## src/rtl/dbg_scan_pkg.sv

```systemverilog
package dbg_scan_pkg;
    localparam int IR_W   = 4;
    localparam int ACK_W  = 3;
    localparam int ADDR_W = 2;
    localparam int DATA_W = 32;
    localparam int ACC_W  = ACK_W + DATA_W;

    localparam logic [IR_W-1:0] IR_ABORT  = 4'h8;
    localparam logic [IR_W-1:0] IR_DPACC  = 4'hA;
    localparam logic [IR_W-1:0] IR_APACC  = 4'hB;
    localparam logic [IR_W-1:0] IR_IDCODE = 4'hE;

    localparam logic [ACK_W-1:0] ACK_OK   = 3'b010;
    localparam logic [ACK_W-1:0] ACK_WAIT = 3'b001;

    // Positions inside the 35-bit access register
    localparam int POS_RNW     = 0;
    localparam int POS_ADDR_LO = 1;
    localparam int POS_DATA_LO = ACK_W;

    typedef enum logic [2:0] {
        K_ABORT, K_DPACC, K_APACC, K_IDCODE, K_BYPASS
    } scan_kind_e;

    typedef struct packed {
        logic              ap;
        logic              write;
        logic [ADDR_W-1:0] addr;
        logic [DATA_W-1:0] data;
    } bus_req_t;

    function automatic scan_kind_e decode_ir(input logic [IR_W-1:0] code);
        case (code)
            IR_ABORT:  return K_ABORT;
            IR_DPACC:  return K_DPACC;
            IR_APACC:  return K_APACC;
            IR_IDCODE: return K_IDCODE;
            default:   return K_BYPASS;
        endcase
    endfunction

    function automatic logic is_access(input scan_kind_e k);
        return (k == K_DPACC) || (k == K_APACC);
    endfunction

    // Insertion point of tdi during a shift, one below the register length
    function automatic int top_bit(input scan_kind_e k);
        case (k)
            K_IDCODE: return DATA_W - 1;
            K_BYPASS: return 0;
            default:  return ACC_W - 1;
        endcase
    endfunction
endpackage

```

## src/rtl/dbg_scan_shreg.sv

```systemverilog
module dbg_scan_shreg
    import dbg_scan_pkg::*;
(
    input  logic             clk,
    input  logic             rst,
    input  logic             capture,
    input  logic             shift,
    input  scan_kind_e       kind,
    input  logic [ACC_W-1:0] cap_val,
    input  logic             tdi,
    output logic [ACC_W-1:0] sr
);
    logic [ACC_W-1:0] shifted;

    always_comb begin
        shifted = sr >> 1;
        shifted[top_bit(kind)] = tdi;
    end

    always_ff @(posedge clk) begin
        if (rst)          sr <= '0;
        else if (capture) sr <= cap_val;
        else if (shift)   sr <= shifted;
    end
endmodule

```

## src/rtl/dbg_scan_req.sv

```systemverilog
module dbg_scan_req
    import dbg_scan_pkg::*;
(
    input  logic              clk,
    input  logic              rst,
    input  scan_kind_e        kind,
    input  logic              capture,
    input  logic              update,
    input  logic [ACC_W-1:0]  sr,
    input  logic              orun_detect,
    input  logic              bus_ack,
    input  logic              bus_err,
    input  logic [DATA_W-1:0] bus_rdata,
    output logic              busy,
    output bus_req_t          req,
    output logic [DATA_W-1:0] posted,
    output logic              abort_pulse,
    output logic              sticky_err,
    output logic              sticky_orun
);
    logic     waited;
    logic     done;
    logic     launch;
    logic     abort_now;
    logic     clr_err;
    logic     clr_orun;
    bus_req_t next_req;

    assign done      = busy && bus_ack;
    assign abort_now = update && (kind == K_ABORT) && sr[POS_DATA_LO];
    assign clr_err   = update && (kind == K_ABORT) && sr[POS_DATA_LO + 1];
    assign clr_orun  = update && (kind == K_ABORT) && sr[POS_DATA_LO + 2];
    assign launch    = update && is_access(kind) && !waited && !busy
                       && !((kind == K_APACC) && sticky_err);

    always_comb begin
        next_req.ap    = (kind == K_APACC);
        next_req.write = !sr[POS_RNW];
        next_req.addr  = sr[POS_ADDR_LO +: ADDR_W];
        next_req.data  = sr[POS_DATA_LO +: DATA_W];
    end

    always_ff @(posedge clk) begin
        if (rst) begin
            busy        <= 1'b0;
            req         <= '0;
            posted      <= '0;
            waited      <= 1'b0;
            abort_pulse <= 1'b0;
            sticky_err  <= 1'b0;
            sticky_orun <= 1'b0;
        end else begin
            abort_pulse <= abort_now;
            if (capture && is_access(kind)) waited <= busy;

            if (abort_now)   busy <= 1'b0;
            else if (done)   busy <= 1'b0;
            else if (launch) busy <= 1'b1;

            if (launch) req <= next_req;
            if (done && !req.write) posted <= bus_rdata;

            if (done && bus_err) sticky_err <= 1'b1;
            else if (clr_err)    sticky_err <= 1'b0;

            if (capture && is_access(kind) && busy && orun_detect)
                sticky_orun <= 1'b1;
            else if (clr_orun)
                sticky_orun <= 1'b0;
        end
    end
endmodule

```

## src/rtl/dbg_scan_port.sv

```systemverilog
module dbg_scan_port
    import dbg_scan_pkg::*;
#(
    parameter logic [DATA_W-1:0] ID_VALUE = 32'h4A5C_3E01
) (
    input  logic              clk,
    input  logic              rst,
    input  logic [IR_W-1:0]   ir,
    input  logic              capture_dr,
    input  logic              shift_dr,
    input  logic              update_dr,
    input  logic              tdi,
    output logic              tdo,
    input  logic              orun_detect,
    output logic              bus_valid,
    output logic              bus_ap,
    output logic              bus_write,
    output logic [ADDR_W-1:0] bus_addr,
    output logic [DATA_W-1:0] bus_wdata,
    input  logic              bus_ack,
    input  logic              bus_err,
    input  logic [DATA_W-1:0] bus_rdata,
    output logic              ap_abort,
    output logic              sticky_err,
    output logic              sticky_orun
);
    scan_kind_e        kind;
    logic [ACC_W-1:0]  sr;
    logic [ACC_W-1:0]  cap_val;
    logic [DATA_W-1:0] posted;
    logic              busy;
    bus_req_t          req;

    assign kind = decode_ir(ir);

    always_comb begin
        case (kind)
            K_IDCODE: cap_val = {{ACK_W{1'b0}}, ID_VALUE};
            K_BYPASS: cap_val = '0;
            default:  cap_val = {posted, busy ? ACK_WAIT : ACK_OK};
        endcase
    end

    dbg_scan_shreg u_shreg (
        .clk     (clk),
        .rst     (rst),
        .capture (capture_dr),
        .shift   (shift_dr),
        .kind    (kind),
        .cap_val (cap_val),
        .tdi     (tdi),
        .sr      (sr)
    );

    dbg_scan_req u_req (
        .clk         (clk),
        .rst         (rst),
        .kind        (kind),
        .capture     (capture_dr),
        .update      (update_dr),
        .sr          (sr),
        .orun_detect (orun_detect),
        .bus_ack     (bus_ack),
        .bus_err     (bus_err),
        .bus_rdata   (bus_rdata),
        .busy        (busy),
        .req         (req),
        .posted      (posted),
        .abort_pulse (ap_abort),
        .sticky_err  (sticky_err),
        .sticky_orun (sticky_orun)
    );

    assign tdo       = sr[0];
    assign bus_valid = busy;
    assign bus_ap    = req.ap;
    assign bus_write = req.write;
    assign bus_addr  = req.addr;
    assign bus_wdata = req.data;
endmodule

```

## config.mk

```make
export PLATFORM = sky130hd
export DESIGN_NAME = dbg_scan_port
export DESIGN_NICKNAME = d
export VERILOG_FILES = /design/src/rtl/dbg_scan_pkg.sv /design/src/rtl/dbg_scan_shreg.sv /design/src/rtl/dbg_scan_req.sv /design/src/rtl/dbg_scan_port.sv
export SDC_FILE = /design/constraint.sdc
export NUM_CORES = 1
export LEC_CHECK = 0
export CAP_MARGIN = 0
export CORE_MARGIN = 1.5
export CORE_UTILIZATION = 50
export DETAILED_ROUTE_END_ITERATION = 10
export PLACE_DENSITY = 0.76
export SYNTH_ARGS = -nofsm -noshare
export SYNTH_HDL_FRONTEND = slang
export SYNTH_HIERARCHICAL = 1
export SYNTH_SLANG_ARGS = --single-unit
```

## constraint.sdc

```tcl
create_clock -name clk -period 6.7 [get_ports clk]
set_clock_uncertainty 0.05 [all_clocks]
set_input_delay 1.34 -clock clk [delete_from_list [all_inputs] [get_ports clk]]
set_output_delay 1.34 -clock clk [all_outputs]
set_load 0.03 [all_outputs]
```

# Word-level counts from Yosys, hierarchy flattened
# Index checks and enable logic that the tools add are counted.
# word_totals
out_inout_bits,41
ff_bits,108
input_bits,45
wordCells,61
# op_classes
eq_ne,8
reduce_logical,27
muxes,13
order_cmp,2
# ops
cell,n
$mux W35,2
$pmux W35 S2,1
$bwmux W35,1
$eq A4 B4 Y1 const B,4
$logic_and A1 B1 Y1,16
$pmux W3 S4,1
$pmux W6 S2,1
$lt A6 B7 Y1 const B,1
$demux W1 S6,1
$eq A3 B2 Y1 const B,2
$ge A6 B1 Y1 const B,1
$reduce_bool A2 Y1,3
$logic_not A1 Y1,5
$mux W1,5
$eq A3 B1 Y1 const B,1
$eq A3 B3 Y1 const B,1
$logic_not A3 Y1,1
$reduce_or A3 Y1,1
$mux W2,1
$logic_or A1 B1 Y1,1

# Longest topological paths before layout
# depth
word_depth,11
depth_mapped,9
ltp_nobuf,6

# By module
# Netlist, hierarchy kept.
# by_module_without_submodules
module,seq_area_each_um2,cells_each,area_each_um2,n_inst
dbg_scan_req,1461.4,325,2991.6,1
dbg_scan_shreg,700.7,159,1700.4,1
dbg_scan_port,0.0,53,365.4,1

# Worst setup path after synthesis
# OpenSTA, ideal clock, no wires.
# synth_path
path_kind,input -> register
startpoint,input ir[3]
endpoint,register u_req/req[34] (netlist name)
required_time_ns,6.529
path_buffers,3
setup_ns,0.121
setup_slack_ns,3.439
cell_stages,7
arrival_ns,3.090
cell_sequence,buf_2 buf_2 o21ai_0 or4b_4 nor3_2 buf_6 mux2_2
# synth_via
elab_chain_len,8
word_cells_on_any_way,14
classes_between,eq/ne: 6; mux: 1; reduce/logical: 7
# synth_lines
item,line,text
start: declaration,dbg_scan_port.sv:8,"input logic [IR_W-1:0] ir,"
$eq A4 B4 Y1,dbg_scan_pkg.sv:33,case (code)
$pmux W3 S4 *,dbg_scan_pkg.sv:33,
named net kind[2],dbg_scan_port.sv:27,scan_kind_e kind;
$eq A3 B1 Y1 / $eq A3 B2 Y1 (equally long branches),"dbg_scan_pkg.sv:43, dbg_scan_req.sv:34",
$logic_or A1 B1 Y1,dbg_scan_pkg.sv:43,return (k == K_DPACC) || (k == K_APACC);
$logic_and A1 B1 Y1 (3 in series),dbg_scan_req.sv:33,assign launch = update && is_access(kind) && !waited && !busy
$logic_and A1 B1 Y1 *,dbg_scan_req.sv:34,&& !((kind == K_APACC) && sticky_err);
# The timed path passes the listed nets; every way through them passes the cells marked *.
# A chain may end at the register's enable or synchronous reset.

# Final worst setup path
# layout_path
startpoint,input ir[3]
endpoint,register u_req/req[34] (netlist name)
# layout_via
elab_chain_len,8
word_cells_on_any_way,14
classes_between,eq/ne: 6; mux: 1; reduce/logical: 7
# layout_lines
item,line
$eq A4 B4 Y1,dbg_scan_pkg.sv:33
$pmux W3 S4 *,dbg_scan_pkg.sv:33
named net kind[2],dbg_scan_port.sv:27
$eq A3 B1 Y1 / $eq A3 B2 Y1 (equally long branches),"dbg_scan_pkg.sv:43, dbg_scan_req.sv:34"
$logic_or A1 B1 Y1,dbg_scan_pkg.sv:43
$logic_and A1 B1 Y1 (3 in series),dbg_scan_req.sv:33
$logic_and A1 B1 Y1 *,dbg_scan_req.sv:34
# Marked as above.

==> results.json <==
{
  "status": "finished clean",
  "ys_seq_area_share_pct": 42.8,
  "end_kind": "register",
  "synth_ff_type": "dfxtp_1",
  "rsz0062_at_grt": "false",
  "dp_hpwl_um": 6950,
  "worstSetupStartpointType": "primary input",
  "grt_pass1_vias": 3561,
  "num-fill-cells": 847,
  "yosys_warnings": 6,
  "clk_latency_ps": 360,
  "maxCapViolations": 0,
  "path_cells": "clkdlybuf4s50_1 -> o21ai_0 -> or4b_4 -> nor3_4 -> buf_4 -> mux2_2",
  "min_period_ps": 4060,
  "crit_fanout": 36,
  "power_uw": 1160,
  "root_buffer": "clkbuf_8",
  "hold_buffers": 0,
  "cts_buffers": 9,
  "internal-power_uw": 883,
  "wl_um": 10600,
  "final_common_cell": "dfxtp_1",
  "rows": 36,
  "clockBufferDepth": 2,
  "min_path_type": "register to register",
  "grt.overflow.total": 0,
  "crit_type": "primary input to register",
  "finalHoldViolCount": 0,
  "n_antenna_cell": 0,
  "final_cell_mix": "108 x dfxtp_1, 83 x clkdlybuf4s50_1, 68 x nand2b_1, 68 x mux2i_1, 67 x nand2_1",
  "drc": 0,
  "synth-seq-cells": 108,
  "syn_to_final_growth_pct": 19.8,
  "p_per_area_nw_per_um2": 192,
  "track_usage_pct": 19.5,
  "gp_congestion": 0.775,
  "p_sw_share_pct": 24.0,
  "cts_setup_buffers": 0,
  "ctsResizeCount": 0,
  "finalSetupViolations": 0,
  "yosysUniqueCellTypes": 42,
  "cts_tree": "yes",
  "p_switching_uw": 279,
  "cts_num_sinks": 108,
  "arrival_ps": 4270,
  "ant_nets": 0,
  "die_w_um": 104,
  "antenna_found_initial": 0,
  "avgSynthCellArea_um2": 9.42,
  "final_layout_size_suffix_gt1_share_pct": 11.1,
  "leakagePower_uw": 0.00217,
  "ys_async_sr_fraction_pct": 0,
  "postSynthNetCount": 582,
  "p_seq_share_pct": 55.8,
  "ios": 86,
  "synth-edff-count": 0,
  "min_period_over_period_pct": 60.6,
  "max_slew_margin_pct": 25.7,
  "syn_inst": 537,
  "hold-worst-slack_ps": 405,
  "dieHeight_um": 104,
  "grt_pass1_wl_um": 17100,
  "grt_max_degree": 105,
  "initial_utilization_pct": 51.7,
  "port_buffers": 85,
  "fin_setup_tns_ps": 0,
  "synth_area_um2": 5060,
  "dieArea_um2": 10700,
  "slowest_stage": "clkdlybuf4s50_1",
  "ir_worst_vdd_v": 0.000101,
  "drt-initial-drc-count": 170,
  "path_clk_slew_ps": 100,
  "nets": 643,
  "maxSlewViolCount": 0,
  "worst_pin_slew_ps": 1110,
  "drt-pass1-iter-count": 4,
  "required_ps": 6910,
  "slowest_delay_ps": 820,
  "vias": 3758,
  "htree_num_levels": 3,
  "fmax_mhz": 246,
  "core_um2": 9770,
  "wl_per_cell_um": 14.3,
  "pwr-share-comb_pct": 8.6,
  "clockPowerShare_pct": 35.7,
  "via_per_inst": 5.11
}
==> final cells by class <==
class	instances	area, µm²	share of cell area, %
Multi-Input combinational cell	386	2630	43.3
Sequential cell	108	2160	35.7
Timing Repair Buffer	91	888	14.7
Tap cell	133	166	2.75
Clock buffer	10	138	2.27
Clock inverter	6	72.6	1.20
Inverter	2	7.51	0.124
==> worst paths after layout <==
| kind | from | endpoint | slack [ps] | depth (start not counted) |
|---|---|---|---|---|
| hold reg to reg | u_req/posted[5]$_SDFFE_PP0P_ | u_req/posted[5]$_SDFFE_PP0P_ | 400 | 2 |
| hold / removal | u_req/posted[5]$_SDFFE_PP0P_ | u_req/posted[5]$_SDFFE_PP0P_ | 400 | 2 |
| setup reg to reg | u_req/busy$_SDFFE_PP0P_ | u_req/req[34]$_SDFFE_PP0P_ | 4460 | 4 |
| setup / recovery | ir[3] | u_req/req[34]$_SDFFE_PP0P_ | 2640 | 6 |
==> cell usage after synthesis, types with 4 or more instances <==
| master | instances | area share [%] |
|---|---|---|
| dfxtp_1 | 108 | 43 |
| mux2i_1 | 68 | 13 |
| nand2b_1 | 68 | 8.4 |
| nand2_1 | 67 | 5.0 |
| a21oi_1 | 40 | 4.0 |
| nor2_1 | 40 | 3.0 |
| mux2_2 | 33 | 7.3 |
| and2_1 | 20 | 2.5 |
| clkbuf_1 | 20 | 1.5 |
| a31o_1 | 11 | 1.9 |
| buf_4 | 5 | 0.74 |
| buf_2 | 4 | 0.40 |
| buf_6 | 4 | 0.89 |
| nor2b_1 | 4 | 0.49 |
| nor3b_1 | 4 | 0.59 |
==> critical path: cells and delay by family <==
| kind | cells | cell delay (ps) |
|---|---|---|
| compound gates | 1 | 420 |
| simple gates | 2 | 770 |
| buf+inv | 2 | 1320 |
| mux | 1 | 400 |
==> registers in the layout, indices dropped and copies added, names as in the netlist <==
signal and cells:
u_req/req 36, u_shreg/sr 35, u_req/posted 32, u_req/abort_pulse 1, u_req/busy 1, u_req/sticky_err 1
u_req/sticky_orun 1, u_req/waited 1
==> kinds of logic after synthesis <==
family | Yosys count | synth area share (%)
simple gates | 218 | 22.6
buf+inv | 43 | 5.47
flops | 108 | 42.8
compound gates | 63 | 7.77
mux | 101 | 20.8
other cells | 1 | 0.0741
xor+xnor | 3 | 0.520
==> power groups by stage <==
stage               clock, µW  combinational, µW  sequential [µW]
detailed placement          0               99.0              663
global placement            0               98.1              663
global route              445                106              649
finish                    415               99.6              648
CTS                       423               99.5              649
floorplan                   0               62.8              664
==> metal layers <==
layer	up-vias	wire length (µm)	share of wire, %	global-route usage, %
met5	-	0	0	0
li1	1916	-	-	-
met1	1760	5100	48	26.5
met3	8	413	3.9	3.52
met4	0	95	0.90	4.96
met2	74	4950	47	32.1
==> metrics by stage <==
step	util, %	std cells	worst slack (ps)	area [µm²]
detailed placement	59.8	720	2260	5850
global route	62.0	736	2490	6060
CTS	62.0	736	2650	6060
global placement	59.8	720	2370	5850
floorplan	-	537	3440	5060
finish	62.0	736	2640	6060
Note: power is estimated with default switching activity, not from simulation.
